`config.mk`:
```
export PLATFORM = sky130hd
export DESIGN_NAME = drt_discard_timer
export DESIGN_NICKNAME = d
export VERILOG_FILES = /design/src/rtl/drt_pkg.sv /design/src/rtl/drt_slot_timer.sv /design/src/rtl/drt_err_report.sv /design/src/rtl/drt_discard_timer.sv
export SDC_FILE = /design/constraint.sdc
export NUM_CORES = 1
export LEC_CHECK = 0
export ABC_CLOCK_PERIOD_IN_PS = 2600
export BUFFER_PORTS_ARGS = -buffer_cell sky130_fd_sc_hd__buf_2
export CELL_PAD_IN_SITES_DETAIL_PLACEMENT = 2
export CELL_PAD_IN_SITES_GLOBAL_PLACEMENT = 2
export CORE_ASPECT_RATIO = 1.25
export CORE_MARGIN = 5
export CORE_UTILIZATION = 34
export DETAILED_ROUTE_END_ITERATION = 6
export GPL_ROUTABILITY_DRIVEN = 0
export MAX_ROUTING_LAYER = met4
export PLACE_DENSITY_LB_ADDON = 0.1
export SYNTH_ARGS = -nofsm -noshare
export SYNTH_HDL_FRONTEND = slang
export SYNTH_SLANG_ARGS = --single-unit
export TNS_END_PERCENT = 50
```
`constraint.sdc`:
```
create_clock -name clk_i -period 2.6 [get_ports clk_i]
set_input_delay 0.52 -clock clk_i [delete_from_list [all_inputs] [get_ports clk_i]]
set_output_delay 0.52 -clock clk_i [all_outputs]
set_load 0.01 [all_outputs]
```
`src/rtl/drt_pkg.sv`:
```
package drt_pkg;
  typedef enum logic [1:0] {
    SLOT_IDLE    = 2'd0,
    SLOT_ARMED   = 2'd1,
    SLOT_EXPIRED = 2'd2
  } slot_state_e;
endpackage

```
`src/rtl/drt_slot_timer.sv`:
```
module drt_slot_timer
  import drt_pkg::*;
#(
  parameter int LONG_LOG2  = 15,
  parameter int SHORT_LOG2 = 10
) (
  input  logic clk_i,
  input  logic rst_ni,
  input  logic warm_rst_i,
  input  logic tick_i,
  input  logic short_sel_i,
  input  logic start_i,
  input  logic hit_i,
  input  logic free_i,
  output logic busy_o,
  output logic drop_o,
  output logic expire_o
);
  localparam int CNT_W = LONG_LOG2;
  localparam logic [CNT_W-1:0] LONG_LAST  = {CNT_W{1'b1}};
  localparam logic [CNT_W-1:0] SHORT_LAST = LONG_LAST >> (LONG_LOG2 - SHORT_LOG2);

  slot_state_e state_q, state_d;
  logic [CNT_W-1:0] cnt_q, cnt_d;
  logic [CNT_W-1:0] last;
  logic             release_req;

  assign last        = short_sel_i ? SHORT_LAST : LONG_LAST;
  assign release_req = hit_i | free_i;
  // >= so a select change mid-count cannot overshoot the shorter limit
  assign expire_o    = (state_q == SLOT_ARMED) && tick_i && (cnt_q >= last)
                       && !release_req && !warm_rst_i;

  always_comb begin
    state_d = state_q;
    cnt_d   = cnt_q;
    if (warm_rst_i || release_req) begin
      state_d = SLOT_IDLE;
      cnt_d   = '0;
    end else begin
      unique case (state_q)
        SLOT_IDLE: if (start_i) begin
          state_d = SLOT_ARMED;
          cnt_d   = '0;
        end
        SLOT_ARMED: if (tick_i) begin
          if (cnt_q >= last) state_d = SLOT_EXPIRED;
          else               cnt_d   = cnt_q + 1'b1;
        end
        SLOT_EXPIRED: ;
        default: state_d = SLOT_IDLE;
      endcase
    end
  end

  always_ff @(posedge clk_i or negedge rst_ni) begin
    if (!rst_ni) begin
      state_q <= SLOT_IDLE;
      cnt_q   <= '0;
    end else begin
      state_q <= state_d;
      cnt_q   <= cnt_d;
    end
  end

  assign busy_o = (state_q == SLOT_ARMED);
  assign drop_o = (state_q == SLOT_EXPIRED);

  a_r1_hold_without_tick: assert property (@(posedge clk_i) disable iff (!rst_ni)
    (busy_o && !tick_i && !release_req && !warm_rst_i) |=> (busy_o && $stable(cnt_q)))
    else $error("R1: armed slot moved without a tick");

  a_r4_hit_idles: assert property (@(posedge clk_i) disable iff (!rst_ni)
    hit_i |=> (!busy_o && !drop_o))
    else $error("R4: hit did not idle slot");

  a_r5_free_idles: assert property (@(posedge clk_i) disable iff (!rst_ni)
    free_i |=> (!busy_o && !drop_o))
    else $error("R5: free did not idle slot");

  a_r6_drop_holds: assert property (@(posedge clk_i) disable iff (!rst_ni)
    (drop_o && !release_req && !warm_rst_i) |=> drop_o)
    else $error("R6: drop level lost");
endmodule

```
`src/rtl/drt_err_report.sv`:
```
module drt_err_report (
  input  logic clk_i,
  input  logic rst_ni,
  input  logic warm_rst_i,
  input  logic discard_i,
  input  logic err_en_i,
  input  logic fatal_sel_i,
  input  logic status_wr_i,
  input  logic status_wdata_i,
  output logic status_o,
  output logic fatal_err_o,
  output logic nonfatal_err_o
);
  logic status_q, fatal_q, nonfatal_q;
  logic report;

  assign report = discard_i && err_en_i && !warm_rst_i;

  // status is cold-reset only; set beats a same-edge clear
  always_ff @(posedge clk_i or negedge rst_ni) begin
    if (!rst_ni)                              status_q <= 1'b0;
    else if (discard_i)                       status_q <= 1'b1;
    else if (status_wr_i && status_wdata_i)   status_q <= 1'b0;
  end

  always_ff @(posedge clk_i or negedge rst_ni) begin
    if (!rst_ni) begin
      fatal_q    <= 1'b0;
      nonfatal_q <= 1'b0;
    end else begin
      fatal_q    <= report && fatal_sel_i;
      nonfatal_q <= report && !fatal_sel_i;
    end
  end

  assign status_o       = status_q;
  assign fatal_err_o    = fatal_q;
  assign nonfatal_err_o = nonfatal_q;

  a_r7_sticky: assert property (@(posedge clk_i) disable iff (!rst_ni)
    (status_o && !(status_wr_i && status_wdata_i)) |=> status_o)
    else $error("R7: status dropped without a clearing write");

  a_r7_set_wins: assert property (@(posedge clk_i) disable iff (!rst_ni)
    discard_i |=> status_o)
    else $error("R7: discard did not set status");

  a_r8_exclusive: assert property (@(posedge clk_i) disable iff (!rst_ni)
    !(fatal_err_o && nonfatal_err_o))
    else $error("R8: both error outputs high");

  a_r8_quiet_when_off: assert property (@(posedge clk_i) disable iff (!rst_ni)
    !err_en_i |=> (!fatal_err_o && !nonfatal_err_o))
    else $error("R8: error pulse while reporting disabled");
endmodule

```
`src/rtl/drt_discard_timer.sv`:
```
module drt_discard_timer #(
  parameter int NUM_SLOTS  = 4,
  parameter int LONG_LOG2  = 15,
  parameter int SHORT_LOG2 = 10
) (
  input  logic                 clk_i,
  input  logic                 rst_ni,
  input  logic                 warm_rst_i,
  input  logic                 tick_i,
  input  logic                 short_sel_i,
  input  logic                 err_en_i,
  input  logic                 fatal_sel_i,
  input  logic                 status_wr_i,
  input  logic                 status_wdata_i,
  input  logic [NUM_SLOTS-1:0] start_i,
  input  logic [NUM_SLOTS-1:0] hit_i,
  input  logic [NUM_SLOTS-1:0] free_i,
  output logic [NUM_SLOTS-1:0] busy_o,
  output logic [NUM_SLOTS-1:0] drop_o,
  output logic                 status_o,
  output logic                 fatal_err_o,
  output logic                 nonfatal_err_o
);
  logic [NUM_SLOTS-1:0] expire;
  logic                 any_discard;

  for (genvar s = 0; s < NUM_SLOTS; s++) begin : g_slot
    drt_slot_timer #(
      .LONG_LOG2 (LONG_LOG2),
      .SHORT_LOG2(SHORT_LOG2)
    ) u_slot (
      .clk_i      (clk_i),
      .rst_ni     (rst_ni),
      .warm_rst_i (warm_rst_i),
      .tick_i     (tick_i),
      .short_sel_i(short_sel_i),
      .start_i    (start_i[s]),
      .hit_i      (hit_i[s]),
      .free_i     (free_i[s]),
      .busy_o     (busy_o[s]),
      .drop_o     (drop_o[s]),
      .expire_o   (expire[s])
    );
  end

  // simultaneous expiries collapse to a single event
  assign any_discard = |expire;

  drt_err_report u_err (
    .clk_i         (clk_i),
    .rst_ni        (rst_ni),
    .warm_rst_i    (warm_rst_i),
    .discard_i     (any_discard),
    .err_en_i      (err_en_i),
    .fatal_sel_i   (fatal_sel_i),
    .status_wr_i   (status_wr_i),
    .status_wdata_i(status_wdata_i),
    .status_o      (status_o),
    .fatal_err_o   (fatal_err_o),
    .nonfatal_err_o(nonfatal_err_o)
  );

  a_r9_single_pulse: assert property (@(posedge clk_i) disable iff (!rst_ni)
    ($countones(expire) > 1 && err_en_i && !warm_rst_i) |=>
      $onehot({fatal_err_o, nonfatal_err_o}))
    else $error("R9: multi-slot discard gave bad pulse");

  a_r10_warm_keeps_status: assert property (@(posedge clk_i) disable iff (!rst_ni)
    (warm_rst_i && status_o && !(status_wr_i && status_wdata_i)) |=>
      (status_o && busy_o == '0 && drop_o == '0))
    else $error("R10: warm reset disturbed status or left a slot active");
endmodule

```
Yosys cells after proc, flatten, opt, wreduce, memory -nomap -nowiden:

Cells that the tools add are included.

* equal/unequal tests: 28
* mux-type cells: 43
* $add $sub $neg: 4
* reductions and logical operators: 49
* order comparisons: 4
* bitwise operators: 4

Operators by type and width (number)
* $mux W15: 17
* $pmux W15 S2: 4
* $add A15 B1 Y15 const B: 4
* $ge A15 B15 Y1: 4
* $ne A3 B3 Y1 const B: 12
* $mux W2: 16
* $reduce_and A4 Y1: 8
* $pmux W2 S3: 4
* $logic_and A1 B1 Y1: 21
* $ne A3 B2 Y1 const B: 4
* $reduce_bool A3 Y1: 4
* $eq A2 B1 Y1 const B: 4
* $eq A2 B2 Y1 const B: 4
* $logic_not A2 Y1: 4
* $ne A2 B2 Y1 const B: 4
* $logic_not A1 Y1: 6
* $logic_or A1 B1 Y1: 4
* $or A1 B1 Y1: 4
* $reduce_or A4 Y1: 1
* $mux W1: 2
* $reduce_bool A2 Y1: 1

* word-level logic and storage cells: 143
* input port bits: 21
* register bits: 71
* output and inout port bits: 11

Depth between registers and ports, before layout:

* depth in word-level cells: 9
* gate-level depth with buffers: 9
* gate-level depth less buffers: 7

Cells and area by module:

A second synthesis with hierarchy kept.

* cell total of the unflattened synthesis: 513
* area total of the unflattened synthesis: 4775.8 sq um

Modules (own cells, without submodules)
* drt_slot_timer: area an instance 1164.9 sq um, instances 4, cells an instance 126, sequential area each 425.4 sq um
* drt_err_report: area an instance 108.9 sq um, instances 1, cells an instance 8, sequential area each 75.1 sq um
* drt_discard_timer: area an instance 7.5 sq um, instances 1, cells an instance 1, sequential area each 0.0 sq um

Worst setup path before layout:

No wires, ideal clock.

* path kind: in2reg
* start point: in short_sel_i
* end point: reg g_slot[1].u_slot.cnt_q[12]
* data arrival time: 2.524 ns
* slack: -0.002 ns
* library setup time: 0.078 ns
* cell stages on the path: 9
* buffers on the path: 2
* data required time: 2.522 ns
* cell sequence: ha_1 -> a21o_1 -> a221o_1 -> a2111o_1 -> buf_6 -> and2_4 -> buf_6 -> or3_1 -> a21oi_1

* word-level cells in the longest chain between the ends: 4

RTL lines
* from (decl): line drt_discard_timer.sv:10 `input logic short_sel_i,`
* $mux W15: line drt_slot_timer.sv:28 `assign last = short_sel_i ? SHORT_LAST : LONG_LAST;`
* $ge A15 B15 Y1: line drt_slot_timer.sv:47 `if (cnt_q >= last) state_d = SLOT_EXPIRED;`
* $ne A3 B3 Y1 (no source line)
* $reduce_and A4 Y1 (no source line)
* to (signal assigned): line drt_slot_timer.sv:62 `cnt_q <= cnt_d;`
* to (decl): line drt_slot_timer.sv:24 `logic [CNT_W-1:0] cnt_q, cnt_d;`

Every way passes these cells.
A chain may end at the register's enable or synchronous reset.

Worst setup path after layout:

* start point: in short_sel_i
* end point: reg g_slot[3].u_slot.cnt_q[12]

* word-level cells in the longest chain between the ends: 4

RTL lines (line)
* $mux W15: drt_slot_timer.sv:28
* $ge A15 B15 Y1: drt_slot_timer.sv:47
* $ne A3 B3 Y1 (no source line)
* $reduce_and A4 Y1 (no source line)
* to (signal assigned): drt_slot_timer.sv:62
* to (decl): drt_slot_timer.sv:24

Every way passes these cells.

==> out/metrics.cfg <==
[run_status]
status = complete, no violations

[route]
met1Wirelength_mm = 6.00
route.antenna.remaining_nets = 0
wl_per_cell_um = 18.5
drt_first_pass_iters = 4
dr_wl_met2_mm = 6.93
drc = 0
initialDrtViolationCount = 100
vias_per_cell = 5.58
wl_met3_um = 176
top_layer_used = met4
num_vias = 4031
routed_wirelength_mm = 13.4

[cts]
root_buffer = clkbuf_16
clockBufferDepth = 2
cts_sinks = 71
cts_tree = yes
cts_inserted_buffers = 9
htreeDepth = 3
insertion_delay_ps = 340
cts.clk_slew.worst_paths_ps = 60

[power_and_ir_drop]
pwr-share-seq_pct = 45.5
power_switching_mw = 0.573
combPwrFrac_pct = 6.3
power_density_mw_per_mm2 = 471
ir_worst_vdd_mv = 0.330
p_int_mw = 1.87
clkPwrFrac_pct = 48.3
fin_total_pwr_mw = 2.44
swShare_pct = 23.5
cellLeakagePower_nw = 2.22

[global_routing]
groute.usage.overall_pct = 19.1
grt_pass1_vias = 4469
antenna_found_initial = 0
grt_pass1_wl_mm = 22.7
grt-ovfl-total = 0
grt_max_degree = 38

[place]
hpwl_mm = 10.0
io_buffers = 31

[sta]
clock_skew_ps = 5.97
slew_violations = 0
final.setup.tns_ps = 0
rsz0062_at_grt = yes
worst_slew_pin_slew_ps = 504
period_share_pct = 96.5
max_freq_ghz = 0.399
layout_min_cycle_time_ps = 2510
slew_headroom_pct = 66.4
hold_viol = 0
setup_viol = 0

[worst_setup_path]
worst-r2r-cell-count = 8
critPathKind = primary input to flip-flop
critPathLaunchType = primary input
required_ps = 2850
regToRegSetupSlack_ps = 100
r2r-start = g_slot[3].u_slot.cnt_q[11]$_DFFE_PN0P_
cp-endpoint = g_slot[3].u_slot.cnt_q[12]$_DFFE_PN0P_
worstSetupStartpoint = short_sel_i
critPathArrivalTime_ps = 2760
crit_fanout = 13
end_kind = flip-flop
r2r_end = g_slot[3].u_slot.cnt_q[12]$_DFFE_PN0P_

[synth]
synthAdderAreaFrac_pct = 6.93
synth-xor-area-share_pct = 3.64
seq_area_frac_synth_pct = 41.0
async_reset_ff_share_pct = 100
avgSynthCellArea_um2 = 8.79
synth_cells = 493
ys_types = 49
synth_nets = 538
synth-edff-count = 0
synthMuxAreaShare_pct = 0.231
yosys.area_share.simple_pct = 24.5
ys_ff_latch = 71
synth_top_family_by_area = simple AND/OR/NAND/NOR gates
synth_compound_area_share_pct = 19.4
syn_area_mm2 = 0.00434
ys_warn_count = 0
synth_flop_cell = dfrtp_1

[final_layout]
diodes = 0
multi_input_area_mm2 = 0.00238
nets = 597
final_common_cell = dfrtp_1
regArea_mm2 = 0.00178
final_cell_mix = dfrtp_1 (71), nand2_1 (44), buf_4 (43), a21oi_1 (40), nor2_1 (40)
fill_cells = 1402
drive_gt1_share_pct = 16.8
syn_to_final_growth_pct = 19.5

[floorplanning]
fp-row-count = 46
initial_core_util_pct = 34.4
die_h_um = 136
die_area_mm2 = 0.0151
die_x_um = 111
pin_count = 32
core_area_mm2 = 0.0126

[flow_run]
max_cap_viol_count = 0

[min_path]
min_path_type = primary input to asynchronous set/reset pin

## synthesized netlist by cell type, types with 2 or more instances
cell type,number,area (um2)
dfrtp_1,71,1780
nand2_1,44,165
a21oi_1,40,200
nor2_1,40,150
o21ai_0,38,190
nand3_1,30,150
ha_1,24,300
or3_1,21,131
clkbuf_1,14,52.6
inv_1,12,45.0
nand4_1,12,75.1
nor2b_1,11,68.8
o211ai_1,11,82.6
and3_1,10,62.6
nor3_1,10,50.1
o31ai_1,10,75.1
or4_1,9,67.6
xnor2_1,9,78.8
xor2_1,9,78.8
buf_4,8,60.1
a211oi_1,7,52.6
and4_1,5,43.8
a31oi_1,4,25.0
and2_1,4,25.0
o2111ai_1,4,35.0
o21a_1,4,30.0
a21boi_0,3,22.5
a21o_1,3,22.5
o22ai_1,3,18.8
buf_1,2,7.51
buf_6,2,22.5
nor4b_1,2,17.5
## logic make-up after synthesis
family,after synthesis
multiplexers,1
flip-flops,71
AND/OR/NAND/NOR,205
AO/OA/AOI/OAI,136
adder cells (fa/ha/maj),24
XOR/XNOR,18
buffers and inverters,38
## power by group through the flow
| stage | clock network, mW | logic [mW] | registers (mW) |
|---|---|---|---|
| 5_1_grt | 1.26 | 0.174 | 1.11 |
| 4_1_cts | 1.21 | 0.155 | 1.11 |
| 2_1_floorplan | 0 | 0.0621 | 1.13 |
| 6_report | 1.18 | 0.153 | 1.11 |
| 3_3_place_gp | 0 | 0.146 | 1.13 |
| 3_5_place_dp | 0 | 0.153 | 1.13 |
## registers in the layout, indices dropped and copies added (netlist names)
signal,flops
g_slot.u_slot.cnt_q,60
u_err.nonfatal_err_o,1
u_err.status_o,1
g_slot.u_slot.state_q,8
u_err.fatal_err_o,1
## final cells by class
class                      instances  share of cell area, %
multi-input combinational        384                   46.0
timing repair buffer              74                   9.56
inverter                          12                  0.869
tap                              168                   4.06
sequential                        71                   34.3
clock buffer                      12                   5.14
clock inverter                     1                 0.0966
## critical path, stage by stage
cell      delay, ps
clkbuf_4        200
ha_1            350
and4_1          200
a21o_1          180
a211oi_1        400
o211ai_1        210
buf_4           200
or3_1           320
a21oi_1         160
## worst min path at each step
| stage | start | endpoint | slack (ps) | cells after the start |
|---|---|---|---|---|
| 2_1_floorplan | rst_ni | g_slot[0].u_slot.cnt_q[0]$_DFFE_PN0P_ | 220 | 0 |
| 3_3_place_gp | u_err.status_o$_DFFE_PN0P_ | u_err.status_o$_DFFE_PN0P_ | 460 | 2 |
| 3_5_place_dp | u_err.status_o$_DFFE_PN0P_ | u_err.status_o$_DFFE_PN0P_ | 480 | 2 |
| 4_1_cts | rst_ni | g_slot[1].u_slot.cnt_q[8]$_DFFE_PN0P_ | 160 | 1 |
| 5_1_grt | rst_ni | g_slot[1].u_slot.cnt_q[8]$_DFFE_PN0P_ | 180 | 1 |
| 6_report | rst_ni | g_slot[1].u_slot.cnt_q[8]$_DFFE_PN0P_ | 130 | 1 |
## metrics by stage
step | cells | hold slack [ps] | utilization, % | instance area [um2] | worst slack, ps
CTS | 720 | 157 | 40.9 | 5160 | 30.4
finish | 722 | 134 | 41.1 | 5180 | 91.4
floorplan | 493 | 224 | - | 4340 | 11.1
detailed placement | 707 | 476 | 38.8 | 4880 | -328
global placement | 707 | 459 | 38.8 | 4880 | -233
global route | 722 | 175 | 41.1 | 5180 | -53.2
## layer usage
layer | vias to the layer above | track usage [%]
li1 | 1935 | -
met1 | 2051 | 22.5
met2 | 28 | 33.4
met3 | 17 | 2.63
met4 | 0 | 7.26
met5 | - | -
## repair_timing
item,4_1_cts,5_1_grt
hold endpoints to repair,0,0
setup endpoints to repair,0,25
setup buffers,0,2
hold buffers,0,0
resized for setup,0,3
Power figures use the tool's default switching activity.
